===== config.mk =====
export PLATFORM = sky130hd
export DESIGN_NAME = utx_ingress
export DESIGN_NICKNAME = d
export VERILOG_FILES = /design/src/rtl/utx_pkg.sv /design/src/rtl/utx_cell_fifo.sv /design/src/rtl/utx_capture.sv /design/src/rtl/utx_par_regs.sv /design/src/rtl/utx_ingress.sv
export SDC_FILE = /design/constraint.sdc
export NUM_CORES = 2
export LEC_CHECK = 0
export BUFFER_PORTS_ARGS = -buffer_cell sky130_fd_sc_hd__buf_2
export CAP_MARGIN = 20
export CELL_PAD_IN_SITES_DETAIL_PLACEMENT = 1
export CELL_PAD_IN_SITES_GLOBAL_PLACEMENT = 2
export CORE_MARGIN = 10
export CORE_UTILIZATION = 53
export CTS_CLUSTER_DIAMETER = 40
export CTS_CLUSTER_SIZE = 20
export DETAILED_ROUTE_END_ITERATION = 10
export PLACE_DENSITY_LB_ADDON = 0.05
export SETUP_SLACK_MARGIN = 0.3
export SYNTH_ARGS = -nofsm -noshare
export SYNTH_HDL_FRONTEND = slang
export SYNTH_HIERARCHICAL = 1
export SYNTH_SLANG_ARGS = --single-unit

===== constraint.sdc =====
create_clock -name clk -period 10.8 [get_ports clk]
set_input_delay 2.16 -clock clk [delete_from_list [all_inputs] [get_ports clk]]
set_output_delay 2.16 -clock clk [all_outputs]
set_load 0.01 [all_outputs]

===== src/rtl/utx_pkg.sv =====
package utx_pkg;
   typedef enum logic {
      CAP_IDLE = 1'b0,
      CAP_OPEN = 1'b1
   } cap_st_e;
endpackage


===== src/rtl/utx_cell_fifo.sv =====
module utx_cell_fifo #(
   parameter int DW         = 8,
   parameter int CELL_BYTES = 53,
   parameter int CELL_SLOTS = 2
) (
   input  logic          clk,
   input  logic          rst_n,
   input  logic          wr,
   input  logic          abort,
   input  logic          commit,
   input  logic [DW-1:0] din,
   input  logic          pop,
   output logic [DW-1:0] dout,
   output logic          avail,
   output logic          clav,
   output logic          room_commit,
   output logic          busy
);
   localparam int DEPTH = CELL_BYTES * CELL_SLOTS;
   localparam int AW    = $clog2(DEPTH);
   localparam int CW    = $clog2(DEPTH + 1);
   localparam logic [AW-1:0] LAST_A  = AW'(DEPTH - 1);
   localparam logic [CW-1:0] DEPTH_C = CW'(DEPTH);
   localparam logic [CW-1:0] CELL_C  = CW'(CELL_BYTES);
   localparam logic [CW-1:0] ONE_C   = CW'(1);

   logic [DW-1:0] mem [DEPTH];
   logic [AW-1:0] rptr, cptr, tptr, addr;
   logic [AW-1:0] rptr_n, cptr_n, tptr_n;
   logic [CW-1:0] used, pend, used_n, pend_n, pend_b, pend_w;
   logic          do_pop;

   function automatic logic [AW-1:0] inc(input logic [AW-1:0] p);
      return (p == LAST_A) ? '0 : p + AW'(1);
   endfunction

   always_comb begin
      addr   = abort ? cptr : tptr;
      pend_b = abort ? '0 : pend;
      pend_w = wr ? pend_b + ONE_C : pend_b;
      do_pop = pop && (used != '0);
      tptr_n = wr ? inc(addr) : addr;
      cptr_n = commit ? inc(addr) : cptr;
      pend_n = commit ? '0 : pend_w;
      used_n = used + (commit ? pend_w : '0) - (do_pop ? ONE_C : '0);
      rptr_n = do_pop ? inc(rptr) : rptr;
   end

   always_ff @(posedge clk) begin
      if (!rst_n) begin
         rptr <= '0;
         cptr <= '0;
         tptr <= '0;
         used <= '0;
         pend <= '0;
      end else begin
         rptr <= rptr_n;
         cptr <= cptr_n;
         tptr <= tptr_n;
         used <= used_n;
         pend <= pend_n;
      end
   end

   always_ff @(posedge clk) begin
      if (wr) mem[addr] <= din;
   end

   assign dout        = mem[rptr];
   assign avail       = (used != '0);
   assign clav        = (DEPTH_C - used - pend) >= CELL_C;
   assign room_commit = (DEPTH_C - used) >= CELL_C;
   assign busy        = (pend != '0);


   no_overflow_chk: assert property (@(posedge clk) disable iff (!rst_n)
      (used + pend) <= DEPTH_C);


   cell_len_chk: assert property (@(posedge clk) disable iff (!rst_n)
      commit |-> (wr && !abort && (pend == CELL_C - ONE_C)));


   avail_drop_chk: assert property (@(posedge clk) disable iff (!rst_n)
      $fell(avail) |-> $past(pop));
endmodule


===== src/rtl/utx_capture.sv =====
module utx_capture
   import utx_pkg::*;
#(
   parameter int NPORT      = 4,
   parameter int DW         = 8,
   parameter int CELL_BYTES = 53
) (
   input  logic             clk,
   input  logic             rst_n,
   input  logic [NPORT-1:0] en_n,
   input  logic [DW-1:0]    data,
   input  logic             soc,
   input  logic             par,
   input  logic [NPORT-1:0] clav,
   input  logic [NPORT-1:0] room_commit,
   output logic [NPORT-1:0] wr,
   output logic [NPORT-1:0] abort,
   output logic [NPORT-1:0] commit,
   output logic [NPORT-1:0] perr
);
   localparam int PW   = (NPORT > 1) ? $clog2(NPORT) : 1;
   localparam int CNTW = $clog2(CELL_BYTES);
   localparam logic [CNTW-1:0] LASTB = CNTW'(CELL_BYTES - 1);

   cap_st_e         st, st_n;
   logic [PW-1:0]   cur, cur_n, sel_idx;
   logic [CNTW-1:0] cnt, cnt_n;
   logic [NPORT-1:0] sel;
   logic            xfer, same, room;

   assign sel  = ~en_n;
   assign xfer = $onehot(sel);

   always_comb begin
      sel_idx = '0;
      for (int i = 0; i < NPORT; i++) begin
         if (sel[i]) sel_idx = PW'(i);
      end
   end

   assign perr = (xfer && !(^{data, par})) ? sel : '0;

   always_comb begin
      wr     = '0;
      abort  = '0;
      commit = '0;
      st_n   = st;
      cur_n  = cur;
      cnt_n  = cnt;
      same   = 1'b0;
      room   = 1'b0;
      if (xfer && soc) begin
         if (st == CAP_OPEN) abort[cur] = 1'b1;
         same = (st == CAP_OPEN) && (cur == sel_idx);
         room = same ? room_commit[sel_idx] : clav[sel_idx];
         if (room) begin
            wr[sel_idx] = 1'b1;
            st_n        = CAP_OPEN;
            cur_n       = sel_idx;
            cnt_n       = CNTW'(1);
         end else begin
            st_n = CAP_IDLE;
         end
      end else if (xfer && (st == CAP_OPEN) && (sel_idx == cur)) begin
         wr[cur] = 1'b1;
         if (cnt == LASTB) begin
            commit[cur] = 1'b1;
            st_n        = CAP_IDLE;
         end else begin
            cnt_n = cnt + CNTW'(1);
         end
      end
   end

   always_ff @(posedge clk) begin
      if (!rst_n) begin
         st  <= CAP_IDLE;
         cur <= '0;
         cnt <= '0;
      end else begin
         st  <= st_n;
         cur <= cur_n;
         cnt <= cnt_n;
      end
   end
endmodule


===== src/rtl/utx_par_regs.sv =====
module utx_par_regs #(
   parameter int NPORT = 4
) (
   input  logic             clk,
   input  logic             rst_n,
   input  logic [NPORT-1:0] perr,
   input  logic             ctl_we,
   input  logic [NPORT-1:0] ctl_wdata,
   input  logic             clr_we,
   input  logic [NPORT-1:0] clr_data,
   output logic [NPORT-1:0] en,
   output logic [NPORT-1:0] sts
);
   logic [NPORT-1:0] clr_mask;

   assign clr_mask = clr_we ? clr_data : '0;

   always_ff @(posedge clk) begin
      if (!rst_n) begin
         en  <= '0;
         sts <= '0;
      end else begin
         if (ctl_we) en <= ctl_wdata;
         sts <= (sts & ~clr_mask) | (perr & en);
      end
   end


   no_silent_set_chk: assert property (@(posedge clk) disable iff (!rst_n)
      (sts & ~$past(sts) & ~$past(en)) == '0);


   sticky_chk: assert property (@(posedge clk) disable iff (!rst_n)
      ($past(sts) & ~sts & ~$past(clr_mask)) == '0);
endmodule


===== src/rtl/utx_ingress.sv =====
module utx_ingress #(
   parameter int NPORT      = 4,
   parameter int DW         = 8,
   parameter int CELL_BYTES = 53,
   parameter int CELL_SLOTS = 2
) (
   input  logic                clk,
   input  logic                rst_n,
   input  logic [NPORT-1:0]    tx_en_n,
   input  logic [DW-1:0]       tx_data,
   input  logic                tx_soc,
   input  logic                tx_par,
   output logic [NPORT-1:0]    tx_clav,
   input  logic [NPORT-1:0]    rd_pop,
   output logic [NPORT-1:0]    rd_avail,
   output logic [NPORT*DW-1:0] rd_data,
   input  logic                ctl_we,
   input  logic [NPORT-1:0]    ctl_wdata,
   output logic [NPORT-1:0]    par_en,
   input  logic                sts_clr_we,
   input  logic [NPORT-1:0]    sts_clr_data,
   output logic [NPORT-1:0]    par_sts
);
   if (NPORT < 2) begin : g_bad_nport
      $error("utx_ingress: NPORT must be at least 2");
   end
   if (CELL_BYTES < 2) begin : g_bad_cell
      $error("utx_ingress: CELL_BYTES must be at least 2");
   end
   if (CELL_SLOTS < 1) begin : g_bad_slots
      $error("utx_ingress: CELL_SLOTS must be at least 1");
   end
   if (DW < 1) begin : g_bad_dw
      $error("utx_ingress: DW must be positive");
   end

   logic [NPORT-1:0] wr, abort, commit, perr, room_commit, busy;

   utx_capture #(
      .NPORT     (NPORT),
      .DW        (DW),
      .CELL_BYTES(CELL_BYTES)
   ) u_capture (
      .clk        (clk),
      .rst_n      (rst_n),
      .en_n       (tx_en_n),
      .data       (tx_data),
      .soc        (tx_soc),
      .par        (tx_par),
      .clav       (tx_clav),
      .room_commit(room_commit),
      .wr         (wr),
      .abort      (abort),
      .commit     (commit),
      .perr       (perr)
   );

   for (genvar g = 0; g < NPORT; g++) begin : g_port
      utx_cell_fifo #(
         .DW        (DW),
         .CELL_BYTES(CELL_BYTES),
         .CELL_SLOTS(CELL_SLOTS)
      ) u_fifo (
         .clk        (clk),
         .rst_n      (rst_n),
         .wr         (wr[g]),
         .abort      (abort[g]),
         .commit     (commit[g]),
         .din        (tx_data),
         .pop        (rd_pop[g]),
         .dout       (rd_data[g*DW +: DW]),
         .avail      (rd_avail[g]),
         .clav       (tx_clav[g]),
         .room_commit(room_commit[g]),
         .busy       (busy[g])
      );
   end

   utx_par_regs #(
      .NPORT(NPORT)
   ) u_regs (
      .clk      (clk),
      .rst_n    (rst_n),
      .perr     (perr),
      .ctl_we   (ctl_we),
      .ctl_wdata(ctl_wdata),
      .clr_we   (sts_clr_we),
      .clr_data (sts_clr_data),
      .en       (par_en),
      .sts      (par_sts)
   );


   one_open_cell_chk: assert property (@(posedge clk) disable iff (!rst_n)
      $onehot0(busy));
endmodule


; After elaboration in Yosys (flattened, before gate mapping)
; Memories as Yosys holds them, arrays and structs flattened. A register that Yosys moved wholly into a read port is not among the register bits.
; Cells that the tools add are included.
; Widths: inputs -> output; s select.
[totals]
memories = 4
input_bits = 30
ff_bits = 157
elab_cells = 197
ramBits = 3392
[op_classes]
n_mux = 78
add_sub_neg = 32
eq_ne = 14
order_cmp = 12
reduce_logical = 26
bitwise = 6
[mem_list]
columns = memory, words, word_bits, read_ports, rd_ports_with_merged_regs, wr, line_no
row1 = g_port[0].u_fifo.mem, 106, 8, 1, 1, 1, utx_cell_fifo.sv:27  ; logic [DW-1:0] mem [DEPTH];
row2 = g_port[1].u_fifo.mem, 106, 8, 1, 1, 1, utx_cell_fifo.sv:27
row3 = g_port[2].u_fifo.mem, 106, 8, 1, 1, 1, utx_cell_fifo.sv:27
row4 = g_port[3].u_fifo.mem, 106, 8, 1, 1, 1, utx_cell_fifo.sv:27
[op_table]
columns = cell, n
row1 = $mux 7, 36
row2 = $add 7x1->7 const B, 12
row3 = $eq 7x7->1 const B, 8
row4 = $ge 7x6->1 const B, 8
row5 = $sub 7x7->7, 8
row6 = $mux 4, 10
row7 = $add 7x7->7, 4
row8 = $reduce_bool 7->1, 4
row9 = $sub 7x7->7 const A, 4
row10 = $mux 6, 4
row11 = $mux 1, 22
row12 = $logic_and 1x1->1, 11
row13 = $reduce_xor 9->1, 1
row14 = $and 4x4->4, 2
row15 = $not 4->4, 2
row16 = $reduce_or 2->1, 4
row17 = $add 6x1->6 const B, 1
row18 = $eq 6x6->1 const B, 1
row19 = $lt 2x3->1 const B, 2
row20 = $add 1x1->2, 2
row21 = $bmux 1 s2, 2
row22 = $demux 1 s2, 2
row23 = $eq 2x2->1, 2
row24 = $ge 2x1->1 const B, 2
row25 = 11 further kinds, 14

; Longest topological paths before layout
[depth]
ltp_word = 14
depth_mapped = 30
mapped_depth_nobuf = 29

; Cells and area by module
; The synthesis kept the hierarchy.
[by_module_without_submodules]
columns = mod, area_each_um2, cells_each, instances
row1 = utx_cell_fifo (g_port[0].u_fifo), 35749.3, 1887, 1
row2 = utx_cell_fifo (g_port[1].u_fifo), 35721.8, 1824, 1
row3 = utx_cell_fifo (g_port[3].u_fifo), 35587.9, 1859, 1
row4 = utx_cell_fifo (g_port[2].u_fifo), 35534.1, 1857, 1
row5 = utx_capture, 1142.3, 139, 1
row6 = utx_par_regs, 319.1, 30, 1

; Least setup slack after synthesis
; No wires, ideal clock.
[synth_timing]
kind = input port to flip-flop
startpoint = input port tx_en_n[0]
endpoint = register g_port[1].u_fifo.used[6]
cell_stages = 25
arrival_time_ps = 6837
required_ps = 10679
slack_ps = 3842
cell_sequence = fa_1 > inv_1 > ha_1 > ha_1 > nand4bb_1 > buf_2 > a2111oi_2 > o211a_1 > a21oi_1 > o32ai_1 > clkbuf_1 > clkbuf_1 > xor2_1 > nand2_1 > ha_1 > inv_1 > ha_1 > inv_1 > fa_1 > nor2b_1 > o21ai_0 > a21oi_1 > o21a_1 > o21ai_0 > nor3b_1
[synth_via]
elab_chain_len = 12
elab_cells_between_ends = 18
[synth_rtl]
columns = element, line_no
row1 = from (decl), utx_ingress.sv:9  ; input logic [NPORT-1:0] tx_en_n,
row2 = $not 4->4 (*), utx_capture.sv:31  ; assign sel = ~en_n;
row3 = $add 1x1->2 (not written as such) (*), utx_capture.sv:32  ; assign xfer = $onehot(sel);
row4 = $add 3x3->3 (not written as such) (*), utx_capture.sv:32
row5 = $eq 3x1->1 (*), utx_capture.sv:32
row6 = $logic_and 1x1->1 (2 in series), utx_capture.sv:64  ; end else if (xfer && (st == CAP_OPEN) && (sel_idx == cur)) begin
row7 = $mux 4, utx_capture.sv:64
row8 = $mux 4 (*), utx_capture.sv:52  ; if (xfer && soc) begin
row9 = named net wr[1], utx_ingress.sv:37  ; logic [NPORT-1:0] wr, abort, commit, perr, room_commit, busy;
row10 = $mux 7 (*), utx_cell_fifo.sv:40  ; pend_w = wr ? pend_b + ONE_C : pend_b;
row11 = $mux 7 (*), utx_cell_fifo.sv:45  ; used_n = used + (commit ? pend_w : '0) - (do_pop ? ONE_C : '0);
row12 = $add 7x7->7 (*), utx_cell_fifo.sv:45
row13 = $sub 7x7->7 (*), utx_cell_fifo.sv:45
row14 = to (signal assigned), utx_cell_fifo.sv:60  ; used <= used_n;
row15 = to (decl), utx_cell_fifo.sv:30  ; logic [CW-1:0] used, pend, used_n, pend_n, pend_b, pend_w;
; The timed path passes the listed nets; every way through them passes the cells marked *.
; A chain may end at the register's enable or synchronous reset.

==> flow_metrics.tcl <==
set metrics [dict create \
    postRouteAntennaNets 0 \
    cts_hold_buf 0 \
    period_share 0.6794 \
    cts_tree "yes" \
    setup-tns-final_ps 0 \
    dr_total_vias 74477 \
    outcome "complete, but fails checks" \
    fin_skew_ps 57.82 \
    gp_congestion 0.8019 \
    worst_slack_ps 3462 \
    die_x_um 541.2 \
    antenna_found_initial 4 \
    syn_area_um2 144000 \
    drv_cap 0 \
    ir_worst_vdd_uv 207.9 \
    clk_latency_ps 980 \
    via_per_inst 6.248 \
    rsz0062_at_grt "false" \
    arrival_ps 5180 \
    dpl_cell_area_um2 148000 \
    multi_input_area_um2 35580 \
    clkSinkCount 3577 \
    die_h_um 541.2 \
    fin_util 0.6099 \
    drt_pass1_iterations 5 \
    violations "slew limit" \
    critical_path_class "register to output port" \
    grt_max_degree 176 \
    grt_pass1_wl_um 546300 \
    endpoint_kind "output port" \
    cts_buffers 484 \
    slew_headroom -0.006195 \
    critPathMaxFanout 50 \
    avgSynthCellArea_um2 18.99 \
    fillCellCount 22769 \
    ys_warn_count 6 \
    cts_resized 0 \
    setup_violations 0 \
    htree_levels 5 \
    p_leak_nw 51.34 \
    root_buffer "clkbuf_16" \
    dp.cells 10994 \
    dieArea_um2 292900 \
    portBuffers 77 \
    cts.path.max_buffers 4 \
    overflow 0 \
    clock.fmax_mhz 136.3 \
    totalPowerFinal_mw 36.65 \
    drc 0 \
    drive_gt1_frac 0.2335 \
    min_period_ps 7338 \
    syn-num-nets 7731 \
    p_per_area_nw_per_um2 222.1 \
    final_cells 11921 \
    hold_violations 0 \
    core-area_um2 270500 \
    clk_pin_slew_worst_paths_ps 60 \
    routed_wl_um 368300 \
    start_kind "register" \
    final_nets 8059 \
    final_area_um2 165000 \
    drt-initial-drc-count 7608 \
    critPathRequiredTime_ps 8640 \
    hpwlAfterDp_um 221500 \
    slew_violations 24 \
    post-place-ws_ps 3074 \
    whs_ps 460.1 \
    grt_pass1_vias 78320 \
    hold_path_class "register to register" \
    worstMarginPinSlew_ps 1509 \
    syn_to_final_growth_pct 14.58 \
    cts_setup_buffers 0 \
    routedWlPerCell_um 30.89 \
    core.rowCount 191 \
    start_util 0.5323 \
    grt_util_all_layers 0.2478 \
    ios 78 \
    ff_latch_area_um2 105600 \
    synth_cells 7584 \
]
layout by cell type, fill, tap and decap left out, types with 108 or more instances in the layout:
master	count
mux4_2	761
buf_4	137
clkbuf_16	492
dfxtp_1	165
inv_1	151
ha_1	108
edfxtp_1	3392
nor2_1	595
nand2_1	246
a22oi_1	148
mux2i_1	284
a21oi_1	170
per-layer routing:
metal	global-route usage	vias to the layer above	share of wire	wire, µm
met4	0.06595	0	0.026	9740
li1	-	31566	-	-
met3	0.03557	567	0.061	22620
met1	0.3573	39640	0.43	156700
met2	0.4018	2704	0.49	179200
met5	0	-	0	0
area by class of cell:
cell class              instances  share of cell area
multi-input cells            3463              0.2156
inverters                     157            0.003572
repair buffers                229             0.01059
diodes                          3          0.00004550
clock buffers                 537             0.07595
well taps                    3570             0.02707
flip-flops and latches       3577              0.6401
clock inverters               385             0.02701
registers in the layout, summed over array words and instances (netlist names), named ones only:
register and flops:
g_port.u_fifo/cptr 28, g_port.u_fifo/mem 3392, g_port.u_fifo/pend 28, g_port.u_fifo/rptr 28
g_port.u_fifo/tptr 28, g_port.u_fifo/used 28, u_capture/cnt 6, u_capture/cur 2
u_capture/st 1, u_regs/en 4, u_regs/sts 4
where the power goes:
part / total, mW / internal [mW] / switching, mW
combinational: 4.73 / 2.13 / 2.60
sequential: 15.5 / 15.3 / 0.266
clock: 16.4 / 9.91 / 6.48
total: 36.6 / 27.3 / 9.35
worst paths after layout:
kind | start | end | slack, ps | cells past startpoint
min reg2reg | g_port[0].u_fifo/cptr[0]$_SDFFE_PN0P_ | g_port[0].u_fifo/cptr[0]$_SDFFE_PN0P_ | 460 | 2
min | g_port[0].u_fifo/cptr[0]$_SDFFE_PN0P_ | g_port[0].u_fifo/cptr[0]$_SDFFE_PN0P_ | 460 | 2
max | register | rd_data[1] | 3460 | 8
max reg2reg | g_port[0].u_fifo/used[0]$_SDFF_PN0_ | g_port[0].u_fifo/used[6]$_SDFF_PN0_ | 4080 | 29
worst max-delay path, cell delays in order, from the launching register on:
cell and delay (ps):
dfxtp_4 870, buf_4 740, mux2i_1 220, a22oi_1 290, nand2_1 90, a2111oi_0 950, a21oi_1 220, a22oi_1 530
buf_2 240
No activity file was read; power rests on OpenSTA's default activity.
